**config.mk**
```make
export PLATFORM = sky130hd
export DESIGN_NAME = cmpw_ctrl
export DESIGN_NICKNAME = d
export VERILOG_FILES = /design/src/rtl/cmpw_pkg.sv /design/src/rtl/cmpw_sync.sv /design/src/rtl/cmpw_cfg_reg.sv /design/src/rtl/cmpw_gate.sv /design/src/rtl/cmpw_ctrl.sv
export SDC_FILE = /design/constraint.sdc
export NUM_CORES = 1
export LEC_CHECK = 0
export ABC_CLOCK_PERIOD_IN_PS = 2200
export CORE_AREA = 2 2 81 83
export CTS_CLUSTER_SIZE = 40
export DETAILED_ROUTE_END_ITERATION = 12
export DIE_AREA = 0 0 83 85
export DONT_BUFFER_PORTS = 1
export GPL_TIMING_DRIVEN = 0
export SETUP_SLACK_MARGIN = 0.2
export SLEW_MARGIN = 20
export SYNTH_ARGS = -nofsm -noshare
export SYNTH_HDL_FRONTEND = slang
export SYNTH_SLANG_ARGS = --single-unit
```
**constraint.sdc**
```tcl
create_clock -name clk -period 2.2 [get_ports clk]
set_clock_uncertainty 0.15 [all_clocks]
set_input_delay 0.66 -clock clk [delete_from_list [all_inputs] [get_ports clk]]
set_output_delay 0.66 -clock clk [all_outputs]
set_load 0.03 [all_outputs]
```
**src/rtl/cmpw_pkg.sv**
```systemverilog
package cmpw_pkg;
  localparam int unsigned WORD_W = 32;
  localparam int unsigned BLK_W  = 5;
  localparam int unsigned INM_W  = 4;
  localparam int unsigned INP_W  = 2;
  localparam int unsigned PWR_W  = 2;
  localparam int unsigned HYS_W  = 2;

  localparam int unsigned B_LOCK   = 31;
  localparam int unsigned B_VALUE  = 30;
  localparam int unsigned B_BLK    = 20;
  localparam int unsigned B_PWR    = 18;
  localparam int unsigned B_HYS    = 16;
  localparam int unsigned B_POL    = 15;
  localparam int unsigned B_WOUT   = 14;
  localparam int unsigned B_WLINK  = 11;
  localparam int unsigned B_INP    = 8;
  localparam int unsigned B_INM    = 4;
  localparam int unsigned B_EN     = 0;

  // inverting select codes at or below this value route the divided reference
  localparam logic [INM_W-1:0] INM_REF_MAX = 4'd3;

  // bits that may ever read as 1 (stored fields plus the live value)
  localparam logic [WORD_W-1:0] LIVE_BITS = 32'hC1FF_CBF1;

  typedef struct packed {
    logic             lock;
    logic [BLK_W-1:0] blank;
    logic [PWR_W-1:0] pwr;
    logic [HYS_W-1:0] hys;
    logic             pol;
    logic             wout;
    logic             wlink;
    logic [INP_W-1:0] inp;
    logic [INM_W-1:0] inm;
    logic             en;
  } cmp_cfg_t;

  function automatic cmp_cfg_t word_to_cfg(logic [WORD_W-1:0] w);
    cmp_cfg_t c;
    c.lock  = w[B_LOCK];
    c.blank = w[B_BLK +: BLK_W];
    c.pwr   = w[B_PWR +: PWR_W];
    c.hys   = w[B_HYS +: HYS_W];
    c.pol   = w[B_POL];
    c.wout  = w[B_WOUT];
    c.wlink = w[B_WLINK];
    c.inp   = w[B_INP +: INP_W];
    c.inm   = w[B_INM +: INM_W];
    c.en    = w[B_EN];
    return c;
  endfunction

  function automatic logic [WORD_W-1:0] cfg_to_word(cmp_cfg_t c, logic live);
    logic [WORD_W-1:0] w;
    w                   = '0;
    w[B_LOCK]           = c.lock;
    w[B_VALUE]          = live;
    w[B_BLK +: BLK_W]   = c.blank;
    w[B_PWR +: PWR_W]   = c.pwr;
    w[B_HYS +: HYS_W]   = c.hys;
    w[B_POL]            = c.pol;
    w[B_WOUT]           = c.wout;
    w[B_WLINK]          = c.wlink;
    w[B_INP +: INP_W]   = c.inp;
    w[B_INM +: INM_W]   = c.inm;
    w[B_EN]             = c.en;
    return w;
  endfunction
endpackage

```
**src/rtl/cmpw_sync.sv**
```systemverilog
module cmpw_sync #(
  parameter int unsigned WIDTH  = 2,
  parameter int unsigned STAGES = 2
) (
  input  logic             clk,
  input  logic             rst_n,
  input  logic [WIDTH-1:0] d,
  output logic [WIDTH-1:0] q
);
  for (genvar b = 0; b < WIDTH; b++) begin : g_bit
    logic [STAGES-1:0] chain_q;
    logic [STAGES-1:0] chain_d;

    always_comb chain_d = {chain_q[STAGES-2:0], d[b]};

    always_ff @(posedge clk or negedge rst_n) begin
      if (!rst_n) chain_q <= '0;
      else        chain_q <= chain_d;
    end

    assign q[b] = chain_q[STAGES-1];
  end
endmodule

```
**src/rtl/cmpw_cfg_reg.sv**
```systemverilog
module cmpw_cfg_reg
  import cmpw_pkg::*;
(
  input  logic              clk,
  input  logic              rst_n,
  input  logic              wr_hit,
  input  logic [WORD_W-1:0] wdata,
  output cmp_cfg_t          cfg_q
);
  cmp_cfg_t cfg_d;
  logic     cfg_ce;

  // locked words accept nothing, so the lock bit itself becomes set-only
  always_comb begin
    cfg_ce = wr_hit && !cfg_q.lock;
    cfg_d  = word_to_cfg(wdata);
  end

  always_ff @(posedge clk or negedge rst_n) begin
    if (!rst_n)      cfg_q <= '0;
    else if (cfg_ce) cfg_q <= cfg_d;
  end

  a_r2_lock_sticky: assert property (@(posedge clk) disable iff (!rst_n)
    cfg_q.lock |=> cfg_q.lock);

  a_r2_locked_frozen: assert property (@(posedge clk) disable iff (!rst_n)
    cfg_q.lock |=> $stable(cfg_q));
endmodule

```
**src/rtl/cmpw_gate.sv**
```systemverilog
module cmpw_gate #(
  parameter int unsigned NBLK = 3
) (
  input  logic            raw,
  input  logic            en,
  input  logic            pol,
  input  logic [NBLK-1:0] blank_sel,
  input  logic [NBLK-1:0] blank_src,
  output logic            value
);
  logic gated;
  logic polar;
  logic mask;

  always_comb begin
    gated = raw & en;
    polar = gated ^ pol;
    mask  = |(blank_sel & blank_src);
    value = polar & ~mask;
  end
endmodule

```
**src/rtl/cmpw_ctrl.sv**
```systemverilog
module cmpw_ctrl
  import cmpw_pkg::*;
#(
  parameter int unsigned NBLK        = 3,
  parameter int unsigned SYNC_STAGES = 2,
  parameter int unsigned ADDR_W      = 1
) (
  input  logic                 clk,
  input  logic                 rst_n,
  input  logic                 bus_wr,
  input  logic                 bus_rd,
  input  logic [ADDR_W-1:0]    bus_addr,
  input  logic [31:0]          bus_wdata,
  output logic [31:0]          bus_rdata,
  input  logic [1:0]           cmp_raw,
  input  logic [2*NBLK-1:0]    blank_src,
  output logic [1:0]           cmp_out,
  output logic [3:0]           inp_sel,
  output logic [1:0]           inp_link,
  output logic [7:0]           inm_sel,
  output logic [3:0]           hyst_sel,
  output logic [3:0]           pwr_sel,
  output logic [1:0]           cmp_en,
  output logic                 scaler_en
);
  localparam int unsigned NCH = 2;

  cmp_cfg_t          cfg_q [NCH];
  logic [NCH-1:0]    raw_sync;
  logic [NCH-1:0]    fast_val;
  logic [NCH-1:0]    slow_val;
  logic [NCH-1:0]    ref_use;
  logic [WORD_W-1:0] rdata_d;

  cmpw_sync #(.WIDTH(NCH), .STAGES(SYNC_STAGES)) u_sync (
    .clk   (clk),
    .rst_n (rst_n),
    .d     (cmp_raw),
    .q     (raw_sync)
  );

  for (genvar g = 0; g < NCH; g++) begin : g_ch
    localparam int unsigned OTHER = NCH - 1 - g;
    logic wr_hit;

    assign wr_hit = bus_wr && (bus_addr == ADDR_W'(g));

    cmpw_cfg_reg u_cfg (
      .clk    (clk),
      .rst_n  (rst_n),
      .wr_hit (wr_hit),
      .wdata  (bus_wdata),
      .cfg_q  (cfg_q[g])
    );

    // fast path straight from the comparator pin, for shutdown logic
    cmpw_gate #(.NBLK(NBLK)) u_fast (
      .raw       (cmp_raw[g]),
      .en        (cfg_q[g].en),
      .pol       (cfg_q[g].pol),
      .blank_sel (cfg_q[g].blank[NBLK-1:0]),
      .blank_src (blank_src[g*NBLK +: NBLK]),
      .value     (fast_val[g])
    );

    // slow path from the synchronizer, for software readback
    cmpw_gate #(.NBLK(NBLK)) u_slow (
      .raw       (raw_sync[g]),
      .en        (cfg_q[g].en),
      .pol       (cfg_q[g].pol),
      .blank_sel (cfg_q[g].blank[NBLK-1:0]),
      .blank_src (blank_src[g*NBLK +: NBLK]),
      .value     (slow_val[g])
    );

    assign cmp_out[g]                  = cfg_q[g].wout ? ^fast_val : fast_val[g];
    assign inp_sel[g*INP_W +: INP_W]   = cfg_q[g].wlink ? cfg_q[OTHER].inp : cfg_q[g].inp;
    assign inp_link[g]                 = cfg_q[g].wlink;
    assign inm_sel[g*INM_W +: INM_W]   = cfg_q[g].inm;
    assign hyst_sel[g*HYS_W +: HYS_W]  = cfg_q[g].hys;
    assign pwr_sel[g*PWR_W +: PWR_W]   = cfg_q[g].pwr;
    assign cmp_en[g]                   = cfg_q[g].en;
    assign ref_use[g]                  = cfg_q[g].en && (cfg_q[g].inm <= INM_REF_MAX);

    a_r6_blank_forces_low: assert property (@(posedge clk) disable iff (!rst_n)
      (|(cfg_q[g].blank[NBLK-1:0] & blank_src[g*NBLK +: NBLK]) && !cfg_q[g].wout)
        |-> !cmp_out[g]);
  end

  assign scaler_en = |ref_use;

  always_comb begin
    rdata_d = '0;
    for (int i = 0; i < NCH; i++) begin
      if (bus_addr == ADDR_W'(i)) rdata_d = cfg_to_word(cfg_q[i], slow_val[i]);
    end
  end

  always_ff @(posedge clk or negedge rst_n) begin
    if (!rst_n)      bus_rdata <= '0;
    else if (bus_rd) bus_rdata <= rdata_d;
  end

  a_r1_reserved_zero: assert property (@(posedge clk) disable iff (!rst_n)
    (bus_rdata & ~LIVE_BITS) == '0);

  a_r8_window_agree: assert property (@(posedge clk) disable iff (!rst_n)
    (cfg_q[0].wout && cfg_q[1].wout) |-> (cmp_out[0] == cmp_out[1]));

  a_r10_scaler_idle: assert property (@(posedge clk) disable iff (!rst_n)
    (cmp_en == 2'b00) |-> !scaler_en);
endmodule

```
Word level (Yosys, flattened, before mapping)
Index checks and enable logic that the tools add are counted.

storage, ports and cells
  register bits = 76
  input bits = 45
  logic and storage cells = 59

operators by class
  order comparisons = 2
  multiplexer cells = 5
  bitwise logic cells = 17
  reductions and logical operators = 12

operator list
  cell                  number
  $mux W32              1
  $and A1 B1 Y1         8
  $le A4 B2 Y1 const B  2
  $and A3 B3 Y3         2
  $logic_and A1 B1 Y1   6
  $reduce_or A3 Y1      2
  $mux W2               2
  $xor A1 B1 Y1         4
  $not A1 Y1            3
  $logic_not A1 Y1      2
  $mux W1               2
  $reduce_or A2 Y1      1
  $reduce_xor A2 Y1     1

Depth between registers and ports, before layout
  depth after elaboration = 6
  gate-level depth with buffers = 5
  gate-level depth less buffers = 3

Cells and area by module
A second synthesis with hierarchy kept.

second synthesis, totals
  cell total of the unflattened synthesis = 225
  area total of the unflattened synthesis = 3,041.7 um^2

by module, submodules not included
  module        times used  cells an instance  area an instance (um^2)  seq. area each (um^2)
  cmpw_cfg_reg  2           43                 805.8                    500.5
  cmpw_ctrl     1           117                1,179.9                  525.5
  cmpw_gate     4           4                  33.8                     0.0
  cmpw_sync     1           6                  115.1                    100.1

Least setup slack after synthesis
Ideal clock, no wire load.

  path type = input-to-output
  from = input blank_src[0]
  to = output cmp_out[0]
  data arrival time = 1.757 ns
  data required time = 1.390 ns
  slack = -0.367 ns
  stages on the path = 3
  cell sequence = a222oi_1 > o21ai_0 > xor2_1

on the way
  word-level cells in the longest chain between the ends = 6

RTL lines
  what                line             RTL
  start, declared     cmpw_ctrl.sv:16  input logic [2*NBLK-1:0] blank_src,
  $and A3 B3 Y3 *     cmpw_gate.sv:18  mask = |(blank_sel & blank_src);
  $reduce_or A3 Y1 *  cmpw_gate.sv:18
  $not A1 Y1 *        cmpw_gate.sv:19  value = polar & ~mask;
  $and A1 B1 Y1 *     cmpw_gate.sv:19
  $reduce_xor A2 Y1   cmpw_ctrl.sv:76  assign cmp_out[g] = cfg_q[g].wout ? ^fast_val : fast_val[g];
  $mux W1 *           cmpw_ctrl.sv:76
  end, declared       cmpw_ctrl.sv:17  output logic [1:0] cmp_out,

Mark *: on every way between the ends. The rest lies on a longest branch, timed or not.

Worst setup path after layout
  from = register, netlist name g_ch[1].u_cfg.cfg_q[15]
  to = output cmp_out[0]

on the way
  word-level cells in the longest chain between the ends = 6

RTL lines
  what               line
  $and A3 B3 Y3      cmpw_gate.sv:18
  $reduce_or A3 Y1   cmpw_gate.sv:18
  $not A1 Y1         cmpw_gate.sv:19
  $and A1 B1 Y1      cmpw_gate.sv:19
  $reduce_xor A2 Y1  cmpw_ctrl.sv:76
  $mux W1            cmpw_ctrl.sv:76

No other way between the ends.

==> flow_summary_export.csv <==
group,metric,value,unit
route,vias_per_cell,5.17,
placement,hpwl,4.23,mm
sta,slew_viol_final,0,
synth,ys_ff_latch,65,
placement,postPlaceCellArea,0.00318,mm^2
power,combPwrFrac,0.344,
setup_path,arrival,1.77,ns
route,routed_wl,6.25,mm
power,clkPwrFrac,0.189,
sta,holdWs,-0.143,ns
sta,fmax,388,MHz
cts,cts_tree,"yes",
cts,cts.sinks,65,
synth,synth.cell_area,0.00304,mm^2
setup_path,reg2regPathDepth,4,
synth,syn_avg_cell_area,12.7,um^2
sta,final.setup.tns,-0.748,ns
route,wire_per_inst,17.9,um
sta,relSlewSlack,0.647,
global_route,grt-ovfl-total,0,
setup_path,crit_chain,"a222oi_1 -> buf_4 -> o211ai_1 -> xor2_2",
job,max-cap-violations,0,
power,swShare,0.402,
global_route,grt_max_degree,66,
final_layout,area_growth,13.1,%
synth,synth-seq-area-share,0.536,
final_layout,final_common_cell,"dfrtp_1",
synth,netlist_top_cells_area,"dfrtp_1, mux2_2, buf_4",
power,power.switching,1.93,mW
setup_path,crit_buf_inv,1,
power,pwr-share-seq,0.466,
power,leakagePower,1.62,nW
synth,ys_types,25,
sta,hold_viol,65,
sta,rsz0062_at_grt,"yes",
setup_path,cp_num_cells,4,
min_path,hold_class,"in -> async",
cts,clk_transition_reported_paths,0.07,ns
cts,clk_latency,0.34,ns
die,num_rows,29,
final_layout,finalNetCount,312,
setup_path,required,1.39,ns
placement,place_congestion,0.724,
die,coreArea,0.00620,mm^2
final_layout,drive_gt1_frac,0.404,
route,dr.pass1.iters,4,
synth,yosysWarnings,0,
setup_path,crit_path_top_delay_cell,"dfrtp_1",
die,die_w,83,um
placement,io_buffers,0,
route,drt.antenna.violating_nets,0,
die,die_height,85,um
global_route,grt_pass1_vias,1896,
sta,fin_ws,-0.376,ns
power,ir_worst_vdd,0.000638,V
sta,fin_crit_sh,1.17,
cts,clockBufferDepth,2,
synth,synth_top_area_frac,0.536,
cts,h-tree-depth,3,
global_route,antenna_found_initial,0,
route,drt_iter0_markers,97,
setup_path,worstSetupStartpointType,"flip-flop",
global_route,grt_pass1_wl,10.3,mm
die,die_area,0.00706,mm^2
setup_path,critPathMaxFanout,3,
power,p_per_area,1390,mW/mm^2
cts,cts_made_buffers,9,
power,p_int,2.86,mW
setup_path,endpoint_kind,"primary output",
outcome,violations,"negative hold slack, negative setup slack",
final_layout,stdcell_area,0.00343,mm^2
setup_path,crit_type,"reg -> out",
placement,dpl_worst_slack,-0.583,ns
die,start_util,0.489,
cts,cts_root_buffer,"clkbuf_8",
setup_path,crit_family,"compound AO/OA/AOI/OAI gates",
setup_path,max_stage_delay,0.40,ns
route,vias,1806,
sta,worst_pin_slew,0.530,ns
global_route,groute.usage.overall,0.192,
synth,synth_top_area_cell,"dfrtp_1",
final_layout,final_cell_mix,"dfrtp_1, buf_4, mux2_2",
sta,setup_viol,2,
die,ios,104,
synth,syn_inst,239,
sta,fin_crit,2.58,ns
route,drc,0,
final_layout,diodes,0,
outcome,status,"finished with violations",
==> cells in the mapped netlist <==
| cell type | number |
|---|---|
| a22o_1 | 1 |
| dfrtp_1 | 65 |
| a21oi_1 | 20 |
| mux2i_1 | 20 |
| o21ai_0 | 2 |
| a31o_2 | 1 |
| nand3b_2 | 1 |
| xor2_1 | 2 |
| mux2_1 | 1 |
| nor2_1 | 23 |
| a31oi_1 | 1 |
| buf_6 | 2 |
| inv_1 | 1 |
| a222oi_1 | 2 |
| a21boi_0 | 4 |
| a21o_1 | 1 |
| mux2_2 | 31 |
| and3b_1 | 4 |
| conb_1 | 1 |
| buf_4 | 34 |
| clkbuf_1 | 5 |
| mux2_4 | 10 |
| buf_2 | 2 |
| o211ai_1 | 4 |
| nor3b_2 | 1 |
==> registers in the layout, summed over array words and instances, names as in the netlist <==
| signal | count |
|---|---|
| bus_rdata | 21 |
| g_ch.u_cfg.cfg_q | 40 |
| u_sync.g_bit.chain_q | 4 |
==> worst paths after layout <==
kind	start	to	slack, ns
min	rst_n	g_ch[1].u_cfg.cfg_q[17]	-0.14
max reg2reg	g_ch[1].u_cfg.cfg_q[19]	g_ch[1].u_cfg.cfg_q[10]	0.72
max	g_ch[1].u_cfg.cfg_q[15]	cmp_out[0]	-0.38
max in group asynchronous	rst_n	g_ch[0].u_cfg.cfg_q[0]	1.93
min reg2reg	u_sync.g_bit[0].chain_q[0]	u_sync.g_bit[0].chain_q[1]	0.20
min in group clk	cmp_raw[1]	u_sync.g_bit[1].chain_q[0]	0.19
==> metrics by stage <==
step                total power [mW]  utilization  std cells  hold slack (ns)
CTS                             4.83        0.552        348           -0.161
detailed placement              3.80        0.513        326            0.188
finish                          4.79        0.553        349           -0.143
floorplan                       3.55            -        249            0.181
global placement                3.76        0.513        326            0.183
global route                    5.06        0.553        349           -0.165
==> routing by layer <==
metal  track usage  part of all wire  up-vias
li1              -                 -      854
met2         0.290              0.48       60
met3        0.0944             0.094        7
met1         0.243              0.42      885
met5             0                 0        -
met4        0.0671             0.012        0
==> cell type report <==
| type | instances | area [um^2] |
|---|---|---|
| plain buffers | 43 | 307 |
| clock buffers | 13 | 159 |
| clock inverters | 3 | 15.0 |
| fillers | 576 | 2770 |
| inverters | 1 | 3.75 |
| multi-input cells | 140 | 1170 |
| flip-flops and latches | 65 | 1630 |
| well taps | 77 | 96.3 |
| repair buffers | 7 | 52.6 |
==> kinds of logic after synthesis <==
group | count (synthesis) | share of synthesized area
AND/OR/NAND/NOR | 29 | 0.0478
other | 1 | 0.00124
AO/OA/AOI/OAI | 36 | 0.0730
XOR/XNOR | 2 | 0.00577
multiplexers | 62 | 0.234
buffers and inverters | 44 | 0.102
flip-flops | 65 | 0.536
==> power groups by stage <==
| stage | clock network [mW] | registers (mW) | logic, mW |
|---|---|---|---|
| finish | 0.907 | 2.23 | 1.65 |
| global placement | 0 | 2.25 | 1.52 |
| global route | 0.984 | 2.31 | 1.76 |
| floorplan | 0 | 2.13 | 1.43 |
| CTS | 0.937 | 2.24 | 1.65 |
| detailed placement | 0 | 2.26 | 1.54 |
==> what timing repair did <==
action / 4_1_cts / 5_1_grt
endpoints found under the hold margin: 65 / 65
setup buffers: 6 / 1
gates resized for setup: 9 / 2
pin swaps: 4 / 1
endpoints found under the setup margin: 7 / 7
Note: power is estimated with default switching activity, not from simulation.
